File: src/rtl/pwc_link.sv
module pwc_link #(
  parameter int BIT_T = 12
) (
  input  logic       clk,
  input  logic       rst_n,
  input  logic [7:0] tx_data,
  input  logic       tx_start,
  output logic       tx_busy,
  output logic       tx_done,
  output logic       line_pull,
  input  logic       line_in,
  output logic [7:0] rx_data,
  output logic       rx_valid,
  output logic       rx_err
);
  localparam int START_T   = 2 * BIT_T;
  localparam int START_LOW = (3 * START_T) / 4;
  localparam int ONE_LOW   = (2 * BIT_T) / 3;
  localparam int ZERO_LOW  = BIT_T / 3;
  localparam int SAMPLE_AT = BIT_T / 2;
  localparam int SLACK     = BIT_T / 2;
  localparam int CW        = $clog2(3 * BIT_T + 1);

  // transmitter
  logic          tx_run;
  logic [3:0]    tx_idx;
  logic [CW-1:0] tx_cnt;
  logic [7:0]    tx_sh;

  wire           tx_first = (tx_idx == 4'd0);
  wire  [CW-1:0] tx_low   = tx_first ? CW'(START_LOW) : (tx_sh[7] ? CW'(ONE_LOW) : CW'(ZERO_LOW));
  wire           tx_end   = tx_cnt == (tx_first ? CW'(START_T - 1) : CW'(BIT_T - 1));

  always_ff @(posedge clk) begin
    if (!rst_n) begin
      tx_run  <= 1'b0;
      tx_idx  <= '0;
      tx_cnt  <= '0;
      tx_sh   <= '0;
      tx_done <= 1'b0;
    end else begin
      tx_done <= 1'b0;
      if (!tx_run) begin
        if (tx_start) begin
          tx_run <= 1'b1;
          tx_idx <= '0;
          tx_cnt <= '0;
          tx_sh  <= tx_data;
        end
      end else if (tx_end) begin
        tx_cnt <= '0;
        if (tx_idx == 4'd8) begin
          tx_run  <= 1'b0;
          tx_done <= 1'b1;
        end else begin
          tx_idx <= tx_idx + 4'd1;
          if (!tx_first) tx_sh <= {tx_sh[6:0], 1'b0};
        end
      end else begin
        tx_cnt <= tx_cnt + 1'b1;
      end
    end
  end

  assign tx_busy   = tx_run;
  assign line_pull = tx_run && (tx_cnt < tx_low);

  // receiver
  typedef enum logic [1:0] {RX_IDLE, RX_QUAL, RX_GAP, RX_SMP} rx_st_t;

  rx_st_t        rx_st;
  logic [2:0]    rx_s;
  logic [CW-1:0] rx_cnt;
  logic [3:0]    rx_n;
  logic [7:0]    rx_sh;
  logic          rx_first;

  wire           rx_lvl  = rx_s[1];
  wire           rx_fall = rx_s[2] & ~rx_s[1];
  wire  [CW-1:0] rx_lim  = rx_first ? CW'(START_T + SLACK) : CW'(BIT_T + SLACK);
  wire  [7:0]    rx_next = {rx_sh[6:0], ~rx_lvl};

  always_ff @(posedge clk) begin
    if (!rst_n) begin
      rx_s     <= 3'b111;
      rx_st    <= RX_IDLE;
      rx_cnt   <= '0;
      rx_n     <= '0;
      rx_sh    <= '0;
      rx_first <= 1'b0;
      rx_data  <= '0;
      rx_valid <= 1'b0;
      rx_err   <= 1'b0;
    end else begin
      rx_s     <= {rx_s[1:0], line_in};
      rx_valid <= 1'b0;
      rx_err   <= 1'b0;
      unique case (rx_st)
        RX_IDLE: if (rx_fall) begin
          rx_cnt <= CW'(1);
          rx_st  <= RX_QUAL;
        end
        RX_QUAL: begin
          rx_cnt <= rx_cnt + 1'b1;
          if (rx_lvl) rx_st <= RX_IDLE;
          else if (rx_cnt == CW'(BIT_T)) begin
            rx_st    <= RX_GAP;
            rx_first <= 1'b1;
            rx_n     <= '0;
          end
        end
        RX_GAP: begin
          rx_cnt <= rx_cnt + 1'b1;
          if (rx_fall) begin
            rx_cnt <= CW'(1);
            rx_st  <= RX_SMP;
          end else if (rx_cnt >= rx_lim) begin
            rx_err <= 1'b1;
            rx_st  <= RX_IDLE;
          end
        end
        RX_SMP: begin
          rx_cnt <= rx_cnt + 1'b1;
          if (rx_cnt == CW'(SAMPLE_AT)) begin
            rx_sh    <= rx_next;
            rx_first <= 1'b0;
            if (rx_n == 4'd7) begin
              rx_data  <= rx_next;
              rx_valid <= 1'b1;
              rx_st    <= RX_IDLE;
            end else begin
              rx_n  <= rx_n + 4'd1;
              rx_st <= RX_GAP;
            end
          end
        end
        default: rx_st <= RX_IDLE;
      endcase
    end
  end
endmodule

File: config.mk
export PLATFORM = sky130hd
export DESIGN_NAME = pwc_link
export DESIGN_NICKNAME = d
export VERILOG_FILES = /design/src/rtl/pwc_link.sv
export SDC_FILE = /design/constraint.sdc
export NUM_CORES = 1
export LEC_CHECK = 0
export ABC_AREA = 1
export BUFFER_PORTS_ARGS = -buffer_cell sky130_fd_sc_hd__buf_2
export CAP_MARGIN = 20
export CORE_MARGIN = 2
export CORE_UTILIZATION = 40
export CTS_CLUSTER_DIAMETER = 100
export CTS_CLUSTER_SIZE = 40
export DETAILED_ROUTE_END_ITERATION = 7
export HOLD_SLACK_MARGIN = 0.05
export PLACE_DENSITY = 0.66
export RECOVER_POWER = 50
export SYNTH_ARGS = -nofsm -noshare
export SYNTH_HDL_FRONTEND = slang
export SYNTH_SLANG_ARGS = --single-unit
File: constraint.sdc
create_clock -name clk -period 4 [get_ports clk]
set_input_delay 0.6 -clock clk [delete_from_list [all_inputs] [get_ports clk]]
set_output_delay 0.6 -clock clk [all_outputs]
set_load 0.01 [all_outputs]
Word level (Yosys, flattened, before mapping)
Cells that the tools add are included.
{"block": "word_totals", "reg_bits": 53, "inputBits": 12, "output_inout_bits": 13, "word_cells": 101}
{"block": "classes", "addsub": 4, "magnitude_cmp": 2, "n_eq_ne": 18, "n_mux": 43, "bitwise": 4, "reduce_logical": 16}
{"op": "2-to-1 mux 4 bit", "count": 10}
{"op": "2-to-1 mux 8 bit", "count": 5}
{"op": "2-to-1 mux 6 bit", "count": 5}
{"op": "case mux 6 bit (3 select lines)", "count": 1}
{"op": "2-to-1 mux 2 bit", "count": 7}
{"op": "!= test 2 bit (second input constant)", "count": 7}
{"op": "adder 6 x 1 -> 6 bit (second input constant)", "count": 2}
{"op": "AND reduction 3 bit", "count": 4}
{"op": "AND reduction 4 bit", "count": 3}
{"op": "2-to-1 mux 1 bit", "count": 10}
{"op": "2-to-1 mux 5 bit", "count": 2}
{"op": "adder 4 x 1 -> 4 bit (second input constant)", "count": 2}
{"op": "case mux 2 bit (4 select lines)", "count": 1}
{"op": "case mux 4 bit (2 select lines)", "count": 1}
{"op": "equality test 6 x 3 -> 1 bit (second input constant)", "count": 1}
{"op": "equality test 6 x 4 -> 1 bit (second input constant)", "count": 1}
{"op": "equality test 6 x 5 -> 1 bit", "count": 1}
{"op": ">= comparator 6 x 5 -> 1 bit", "count": 1}
{"op": "< comparator 6 x 5 -> 1 bit", "count": 1}
{"op": "!= test 3 bit (second input constant)", "count": 2}
{"op": "AND reduction 5 bit", "count": 1}
{"op": "equality test 2 bit (second input constant)", "count": 2}
{"op": "equality test 4 x 3 -> 1 bit (second input constant)", "count": 1}
{"op": "equality test 4 bit (second input constant)", "count": 1}
{"op": "12 further kinds", "count": 15}

Logic depth before layout (Yosys ltp)
Gate-level depths: netlist of the first run.
{"block": "logic_depth", "ltp_word": 5, "depth_mapped": 13, "mapped_depth_nobuf": 12}

Worst setup path before layout of the first run
OpenSTA, ideal clock, no wires.
{"block": "synth_path", "path_type": "register to output", "start": "register tx_idx[0]", "end": "output line_pull", "t_arrival_ps": 1642, "t_required_ps": 3400, "setup_slack_ps": 1758, "path_stages_with_launch": 11, "path_buffers": 0, "cell_sequence": "dfxtp_1 inv_1 ha_1 nand2_2 nand2_1 ha_1 a21oi_1 nor3_1 nor3_1 o41ai_1 nor2_1"}
{"block": "synth_between", "elab_chain_cells": 4}
{"item": "start: declaration", "line_no": "26", "text": "logic [3:0] tx_idx;"}
{"item": "start signal: assignment", "line_no": "56", "text": "tx_idx <= tx_idx + 4'd1;"}
{"item": "logical NOT 4 bit", "line_no": "30", "text": "wire tx_first = (tx_idx == 4'd0);"}
{"item": "2-to-1 mux 5 bit", "line_no": "31", "text": "wire [CW-1:0] tx_low = tx_first ? CW'(START_LOW) : (tx_sh[7] ? CW'(ONE_LOW) : CW'(ZERO_LOW));"}
{"item": "< comparator 6 x 5 -> 1 bit", "line_no": "66", "text": "assign line_pull = tx_run && (tx_cnt < tx_low);"}
{"item": "logical AND 1 bit", "line_no": "66"}
{"item": "end: declaration", "line_no": "10", "text": "output logic line_pull,"}
No other way between the ends.

Final worst setup path of the first run
Same ends and word-level chain as after synthesis.

==> reports/results.ini, run 1 <==
[sta]
rsz0062_at_grt=false
final-setup-viol-count=0
fmax_mhz=362
timing.final.crit_period_ns=2.76
drv_slew=38
tightest_slew_ns=1.52
finClkSkew_ns=0.00510
setup_tns_ns=0
slew_headroom=-0.0118
fin_crit_sh=0.691
hold_violations=0

[synthesis]
synth_top_family_by_area=simple AND/OR/NAND/NOR gates
syn_nets=396
synthAdderAreaFrac=0.0578
ys_seq_area_frac=0.408
synthMuxAreaShare=0
synth_xor_area_frac=0.0101
ys_types=30
synthArstFlopShare=0
synth_seq_cells=53
synthFlopType=dfxtp_1
synth-edff-count=0
synth_warnings=0
synth_compound_area_frac=0.110
synth_cells=372
syn_area_per_cell_um2=6.99
synth-simple-area-share=0.335
synth_area_um2=2600

[pwr]
p_per_area_nw_per_um2=409
leakagePower_nw=1.31
finalPower_mw=1.17
vdd_ir_drop_max_uv=268

[clock_tree]
cts_tree=done
cts_setup_buffers=0
clock_sinks=53
postCtsResizedCells=0
path_clk_slew_ns=0.10
clkLatencyLatePin_ns=0.31
htreeDepth=2
numCtsBuffers=5
cts_hold_buf=0
clk_path_buf_depth=2
root_buffer=clkbuf_8

[status]
status=finished with violations
violations=max-capacitance violations, max-slew violations

[global_routing]
grt_usage=0.151
grt_pass1_vias=2139
grt_pass1_wl_um=8970
overflow=0
grt_start_max_net_pins=38
antenna_found_initial=0

[routing]
routed_wl_um=5200
via_per_inst=4.91
ant_nets=0
drc_errors=0
initialDrtViolationCount=68
vias=2325
post_drt_wl_per_cell_um=11.0
drt_first_pass_iters=5

[floorplan]
die_w_um=84.6
core_region_area_um2=6310
design.die.area_um2=7160
io_pins=25
initial_core_util=0.412
die_h_um=84.6
fp-row-count=29

[placement]
gp_congestion=0.851
dpl.hpwl_um=3630
numPortBuffers=24

[layout]
drive_gt1_frac=0.0856
final_cell_mix=96 x nand2_1, 56 x nor2_1, 53 x dfxtp_1
regArea_um2=1060
areaGrowthSynthToFinish_pct=9.82
nets=420
fillers=649
layout_commonest_cell=nand2_1
multiInputGateArea_um2=1330
antennaDiodeCount=0

[min_path]
min-delay-start=rx_s[0]
hold_class=register to register

[worst_setup_path]
cp_max_fo=5
cp-end-kind=primary output
critPathKind=register to primary output
start_kind=register
worstPathRequired_ns=3.40
arrival_ns=2.16
crit_start=tx_idx[0]
r2r_start=tx_idx[0]

[run]
cap_viol_max_count=1

## registers in the layout, indices dropped and copies added (netlist names)
name	count
tx_cnt	6
rx_valid	1
rx_sh	7
rx_n	4
tx_busy	1
rx_s	3
tx_idx	4
rx_cnt	6
rx_first	1
tx_done	1
rx_st	2
rx_err	1
tx_sh	8
rx_data	8
## Yosys cell counts, types with 3 or more instances
master | count | area share
a21oi_1 | 24 | 0.046
dfxtp_1 | 53 | 0.41
ha_1 | 12 | 0.058
inv_1 | 41 | 0.059
nand2_1 | 96 | 0.14
nand2_2 | 4 | 0.0096
nand3_1 | 24 | 0.046
nand4_1 | 4 | 0.0096
nor2_1 | 56 | 0.081
nor3_1 | 6 | 0.012
o21a_1 | 4 | 0.012
o21ai_0 | 20 | 0.039
or2_2 | 3 | 0.0072
## report_power, final
group          total [mW]  switching [mW]  leakage (nW)  internal, mW
Clock               0.319           0.191        0.0452         0.128
Combinational       0.258           0.171         0.834        0.0877
Sequential          0.591          0.0292         0.431         0.562
Total                1.17           0.391          1.31         0.778
## layout make-up
cell class	count	share of cell area
repair buffers	25	0.0381
clock buffers	5	0.0241
well taps	77	0.0338
flip-flops and latches	53	0.372
clock inverters	3	0.00877
multi-input cells	268	0.467
inverters	43	0.0566
## routing by layer
| metal | share of wire | GRT usage |
|---|---|---|
| met4 | 0.011 | 0.0491 |
| met3 | 0.032 | 0.0344 |
| met5 | 0 | 0 |
| met2 | 0.49 | 0.268 |
| met1 | 0.47 | 0.181 |
## final timing paths
check	endpoint	slack, ns	depth (start not counted)
min	rx_s[1]	0.43	1
max	line_pull	1.24	11
min reg2reg	rx_s[1]	0.43	1
max reg2reg	tx_idx[0]	1.89	12
## logic make-up (layout without fill, tap and decap cells)
family,count (synthesis),count (layout)
xor gates and xnor gates,3,3
buffers and inverters,51,76
adders and majority gates,12,12
and+or+nand+nor,200,200
AOI/OAI and AO/OA,53,53
DFF,53,53
## critical path: stages, from the launching register on
cell     delay, ns
dfxtp_1       0.40
inv_1         0.08
ha_1          0.25
nand2_2       0.13
nand2_1       0.07
ha_1          0.29
a21oi_1       0.15
nor3_1        0.05
nor3_1        0.13
o41ai_1       0.10
nor2_1        0.08
buf_2         0.14
## metrics by stage
stage	cells	setup WS, ns	instance area [um2]	hold WS [ns]	utilization
CTS	474	1.25	2870	0.430	0.455
global placement	466	1.65	2780	0.398	0.440
floorplan	372	1.76	2600	0.393	-
finish	474	1.24	2850	0.427	0.452
global route	474	0.980	2850	0.453	0.452
detailed placement	466	1.61	2780	0.406	0.440
(Power assumes the default switching activity.)
==> inputs of run 2 (changes only) <==
--- a/config.mk
+++ b/config.mk
@@ -14,7 +14,7 @@
 export CTS_CLUSTER_SIZE = 40
 export DETAILED_ROUTE_END_ITERATION = 7
 export HOLD_SLACK_MARGIN = 0.05
-export PLACE_DENSITY = 0.66
+export PLACE_DENSITY = 0.68
 export RECOVER_POWER = 50
 export SYNTH_ARGS = -nofsm -noshare
 export SYNTH_HDL_FRONTEND = slang
==> constraint.sdc (replaced) <==
create_clock -name clk -period 2.2 [get_ports clk]
set_input_delay 0.33 -clock clk [delete_from_list [all_inputs] [get_ports clk]]
set_output_delay 0.33 -clock clk [all_outputs]
set_load 0.01 [all_outputs]
==> run 2 against run 1 <==
Compared with the run above:
- the run ends with max-capacitance violations, max-slew violations, negative setup slack left
- critical endpoint unchanged
- combinational power is 90% higher
- clock skew is 0.0015 ns higher
- sequential power is 81% higher
- sequential share of layout area is 1.1 points lower
- register-to-register slack worse by 1.6 ns
- die area stayed put
- first-iteration DRC count is 62% higher
- largest cell class unchanged
- global-route usage is 0.19 points higher
- highest routed layer unchanged
- flip-flop and latch count stayed put
==> reports/results.ini, run 2 (same netlist as run 1, synthesis figures left out) <==
[sta]
hold_slack_ns=0.196
fin_crit_sh=1.01
timing.final.crit_period_ns=2.22
setup_tns_ns=-0.0210
rsz0062_at_grt=true
tightest_slew_ns=1.51
fmax_mhz=450
hold_violations=0
timing.final.ws_setup_ns=-0.0210
slew_headroom=-0.00439
final-setup-viol-count=1
drv_slew=36
finClkSkew_ns=0.00660

[clock_tree]
cts_hold_buf=0
clk_path_buf_depth=2
cts_tree=done
clock_sinks=53
clkLatencyLatePin_ns=0.31
numCtsBuffers=5
root_buffer=clkbuf_8
htreeDepth=2
path_clk_slew_ns=0.10

[worst_setup_path]
start_kind=register
cp-end-kind=primary output
arrival_ns=1.89
critPathKind=register to primary output
cp_max_fo=5
worstPathRequired_ns=1.87

[layout]
layout_commonest_cell=nand2_1
fin_util=0.467
fin_area_um2=2950
final_cell_mix=95 x nand2_1, 56 x nor2_1, 51 x dfxtp_1
largest_registers=rx_data (8), tx_sh (8), rx_sh (7)
areaGrowthSynthToFinish_pct=13.5
nets=425
antennaDiodeCount=0
drive_gt1_frac=0.124
fillers=651

[placement]
numPortBuffers=24
gp_congestion=0.842
place_area_um2=2790
dpl.hpwl_um=3580

[global_routing]
grt_usage=0.153
grt_pass1_wl_um=9130
use_met1=0.191
overflow=0
grt_start_max_net_pins=37
busiest_layer=met2
grt_pass1_vias=2145
use_met2=0.265
antenna_found_initial=0
gr-usage-met3=0.0324

[status]
violations=max-capacitance violations, max-slew violations, negative setup slack
status=finished with violations

[run]
cap_viol_max_count=1

[pwr]
p_int_mw=1.43
vdd_ir_drop_max_uv=373
pwr-share-comb=0.229
p_per_area_nw_per_um2=727
pwr-share-seq=0.501
swShare=0.331
leakagePower_nw=1.35
p_clk_frac=0.270
switching_power_mw=0.711

[routing]
ant_nets=0
post_drt_wl_per_cell_um=10.6
drc_errors=0
via_per_inst=4.81
drt_first_pass_iters=4
initialDrtViolationCount=110
vias=2306
routed_wl_um=5070

[floorplan]
fp-row-count=29
initial_core_util=0.412
io_pins=25
core_region_area_um2=6310
die_h_um=84.6
die_w_um=84.6
design.die.area_um2=7160

[min_path]
hold_class=input pin to register

[run 2: cell count changes in the layout (fill, tap and decap cells not counted), sizes merged]
| cell | change |
|---|---|
| buf | +5 |
| clkinvlp | +1 |
| inv | -1 |
[run 2: critical path: stages, from the launching register on]
cell and delay (ns):
dfxtp_2 0.35, inv_2 0.05, ha_4 0.16, nand2_4 0.08, nand2_2 0.06, ha_4 0.22
a21oi_2 0.14, nor3_2 0.05, nor3_2 0.13, o41ai_2 0.10, nor2_1 0.10, buf_2 0.14
[run 2: final cells by class]
type | count | area [um2] | share of cell area
Clock inverter | 3 | 26.3 | 0.00891
Timing Repair Buffer | 30 | 146 | 0.0496
Inverter | 43 | 161 | 0.0547
Sequential cell | 53 | 1060 | 0.361
Multi-Input combinational cell | 268 | 1390 | 0.470
Tap cell | 77 | 96.3 | 0.0327
Clock buffer | 5 | 68.8 | 0.0233
[run 2: per-stage QoR]
stage	cells	power, mW	setup WS (ns)
after floorplan	372	1.46	0.228
after global placement	467	1.55	0.126
after detailed placement	467	1.56	0.0196
after CTS	478	2.17	-0.0601
after global routing	479	2.30	-0.187
final	479	2.14	-0.0210
[run 2: final timing paths]
check                           startpoint        end  slack [ns]  cells past startpoint
worst max register to register   tx_idx[3]  tx_idx[1]        0.30                     11
worst min-delay path               line_in    rx_s[0]        0.20                      2
worst min register to register     rx_s[0]    rx_s[1]        0.43                      1
worst max-delay path             tx_idx[1]  line_pull       -0.02                     11
[run 2: power groups by stage]
stage                     clock [mW]  sequential, mW  combinational (mW)
after global placement             0            1.09               0.458
final                          0.579            1.07               0.491
after detailed placement           0            1.10               0.463
after floorplan                    0            1.08               0.378
after CTS                      0.609            1.07               0.486
after global routing           0.639            1.08               0.579
[run 2: what timing repair did]
| action | in CTS | in global routing |
|---|---|---|
| setup buffers | 3 | 1 |
| hold endpoints to repair | 0 | 0 |
| pin swaps | 4 | 4 |
| resized for setup | 10 | 3 |
| endpoints found under the setup margin | 1 | 1 |
[run 2: layer usage]
layer	routed length, um	vias up	part of all wire
met2	2430	35	0.48
li1	-	1244	-
met5	0	-	0
met4	37	0	0.0073
met1	2390	1023	0.47
met3	205	4	0.040
==> inputs of run 3 (changes only) <==
--- a/config.mk
+++ b/config.mk
@@ -8,13 +8,15 @@
 export ABC_AREA = 1
 export BUFFER_PORTS_ARGS = -buffer_cell sky130_fd_sc_hd__buf_2
 export CAP_MARGIN = 20
+export CELL_PAD_IN_SITES_DETAIL_PLACEMENT = 1
+export CELL_PAD_IN_SITES_GLOBAL_PLACEMENT = 1
 export CORE_MARGIN = 2
-export CORE_UTILIZATION = 40
+export CORE_UTILIZATION = 38
 export CTS_CLUSTER_DIAMETER = 100
 export CTS_CLUSTER_SIZE = 40
 export DETAILED_ROUTE_END_ITERATION = 7
 export HOLD_SLACK_MARGIN = 0.05
-export PLACE_DENSITY = 0.68
+export PLACE_DENSITY = 0.83
 export RECOVER_POWER = 50
 export SYNTH_ARGS = -nofsm -noshare
 export SYNTH_HDL_FRONTEND = slang
==> run 3 against run 2 <==
Compared with the run above:
- first-iteration DRC count fell by 37%
- die area up 5.0%
- sequential power barely moved
- the run still ends with max-capacitance violations, max-slew violations, negative setup slack left
- wire length grew 25%
- via count is 5.2% higher
- cell count is 1.3% higher
- clock power grew 2%
- clock-buffer cell count did not move
- highest routed layer unchanged
- final area grew 2.2%
- core utilization down 1.9 points
- non-clock buffer count increased by 3
- critical path depth increased by 1
==> reports/results.ini, run 3 (same netlist as run 1, synthesis figures left out) <==
[status]
status=finished with violations
violations=max-capacitance violations, max-slew violations, negative setup slack

[routing]
routed.top_layer=met4
wl_met3_um=119
dr_wl_met2_um=3340
via_per_inst=5.00
drc_errors=0
vias=2425
post_drt_wl_per_cell_um=13.0
wl_met1_um=2800
routed_wl_um=6330
ant_nets=0
initialDrtViolationCount=69
drt_first_pass_iters=4

[worst_setup_path]
arrival_ns=1.94
cpPeakStageDelay_ns=0.35
worstReg2RegEnd=tx_idx[0]
start_kind=register
worstPathRequired_ns=1.87
cp_slowest_cell=dfxtp_2
critPathKind=register to primary output
cp-end-kind=primary output
r2r_start=tx_idx[2]
cp_max_fo=3
r2r_cells=12
r2r_setup_slack_ns=0.13
cp_cell_sequence=inv_2, ha_4, nand2_4, buf_6, nand2_4, ha_4, a21oi_2, nor3_2, nor3_2, o41ai_2, nor2_1, buf_2

[global_routing]
grt_start_max_net_pins=37
antenna_found_initial=0
grt_usage=0.178
grt_pass1_wl_um=10800
overflow=0
grt_pass1_vias=2437

[clock_tree]
cts_hold_buf=0
clkLatencyLatePin_ns=0.32
root_buffer=clkbuf_8
cts_tree=done
clock_sinks=53
path_clk_slew_ns=0.10
numCtsBuffers=5
htreeDepth=2
clk_path_buf_depth=2

[sta]
timing.final.ws_setup_ns=-0.0697
timing.final.crit_period_ns=2.27
rsz0062_at_grt=true
final-setup-viol-count=1
hold_violations=0
fmax_mhz=441
tightest_slew_ns=1.52
finClkSkew_ns=0.0119
setup_tns_ns=-0.0697
fin_crit_sh=1.03
hold_slack_ns=0.202
slew_headroom=-0.0103
drv_slew=37

[layout]
drive_gt1_frac=0.143
final_cell_mix=94 x nand2_1, 56 x nor2_1, 51 x dfxtp_1
multiInputGateArea_um2=1420
nets=428
largest_registers=rx_data (8), tx_sh (8), rx_sh (7)
finalNonFillerCells=485
areaGrowthSynthToFinish_pct=16.0
layout_commonest_cell=nand2_1
fillers=886
antennaDiodeCount=0
fin_util=0.449
regArea_um2=1060

[floorplan]
initial_core_util=0.387
design.die.area_um2=7520
die_h_um=86.7
io_pins=25
fp-row-count=30
core_region_area_um2=6720
die_w_um=86.7

[placement]
numPortBuffers=24
gp_congestion=0.766
dpl.hpwl_um=4550
dpl.cell_count=471

[pwr]
p_per_area_nw_per_um2=734
leakagePower_nw=1.37
vdd_ir_drop_max_uv=298
finalPower_mw=2.21

[min_path]
hold_end=rx_s[0]
min-delay-start=line_in
hold_path_depth=2
hold_class=input pin to register

[run]
cap_viol_max_count=1

run 3: changes by cell type in the layout (fill, tap and decap cells not counted), sizes merged:
cell      before  now
clkinv         0    1
inv           44   45
buf           17   20
clkinvlp       2    0
run 3: cell type report:
class / count / share of cell area
well taps: 80 / 0.0332
clock buffers: 5 / 0.0228
flip-flops and latches: 53 / 0.353
multi-input cells: 268 / 0.471
clock inverters: 3 / 0.00955
repair buffers: 33 / 0.0573
inverters: 43 / 0.0535
run 3: worst max-delay path by stage:
stage               from   endpoint  slack, ns  cells past startpoint
6_report       tx_idx[0]  line_pull      -0.07                     12
3_5_place_dp   tx_idx[0]  line_pull      -0.08                     11
4_1_cts        tx_idx[1]  line_pull      -0.14                     12
3_3_place_gp   tx_idx[0]  line_pull       0.13                     11
5_1_grt        tx_idx[2]  line_pull      -0.18                     10
2_1_floorplan  tx_idx[0]  line_pull       0.23                     10
run 3: worst max-delay path: cells and delay by family (launching register included):
kind                       cells  cell delay (ns)
buffers and inverters          3             0.32
AOI/OAI and AO/OA              2             0.22
DFF                            1             0.35
adders and majority gates      2             0.31
and+or+nand+nor                5             0.42
run 3: timing repair:
action                     4_1_cts  5_1_grt
setup buffers                    6        0
gates resized for setup         16        4
gates cloned                     0        0
pin swaps                        4        3
setup endpoints to repair        1        1
run 3: metal layers:
metal | track usage | vias to the layer above
met4 | 0.0440 | 0
met1 | 0.203 | 1157
li1 | - | 1244
met5 | 0 | -
met2 | 0.337 | 19
met3 | 0.0324 | 5
run 3: where the power goes:
group	leakage [nW]	internal, mW	switching [mW]	total, mW
clock	0.0506	0.239	0.352	0.591
sequential	0.432	1.02	0.0520	1.08
combinational	0.887	0.194	0.351	0.545
total	1.37	1.46	0.756	2.21
run 3: through the flow:
stage	setup WS [ns]	instance area (um2)
floorplan	0.228	2600
global route	-0.179	3010
CTS	-0.136	3010
detailed placement	-0.0753	2800
global placement	0.125	2800
finish	-0.0697	3010
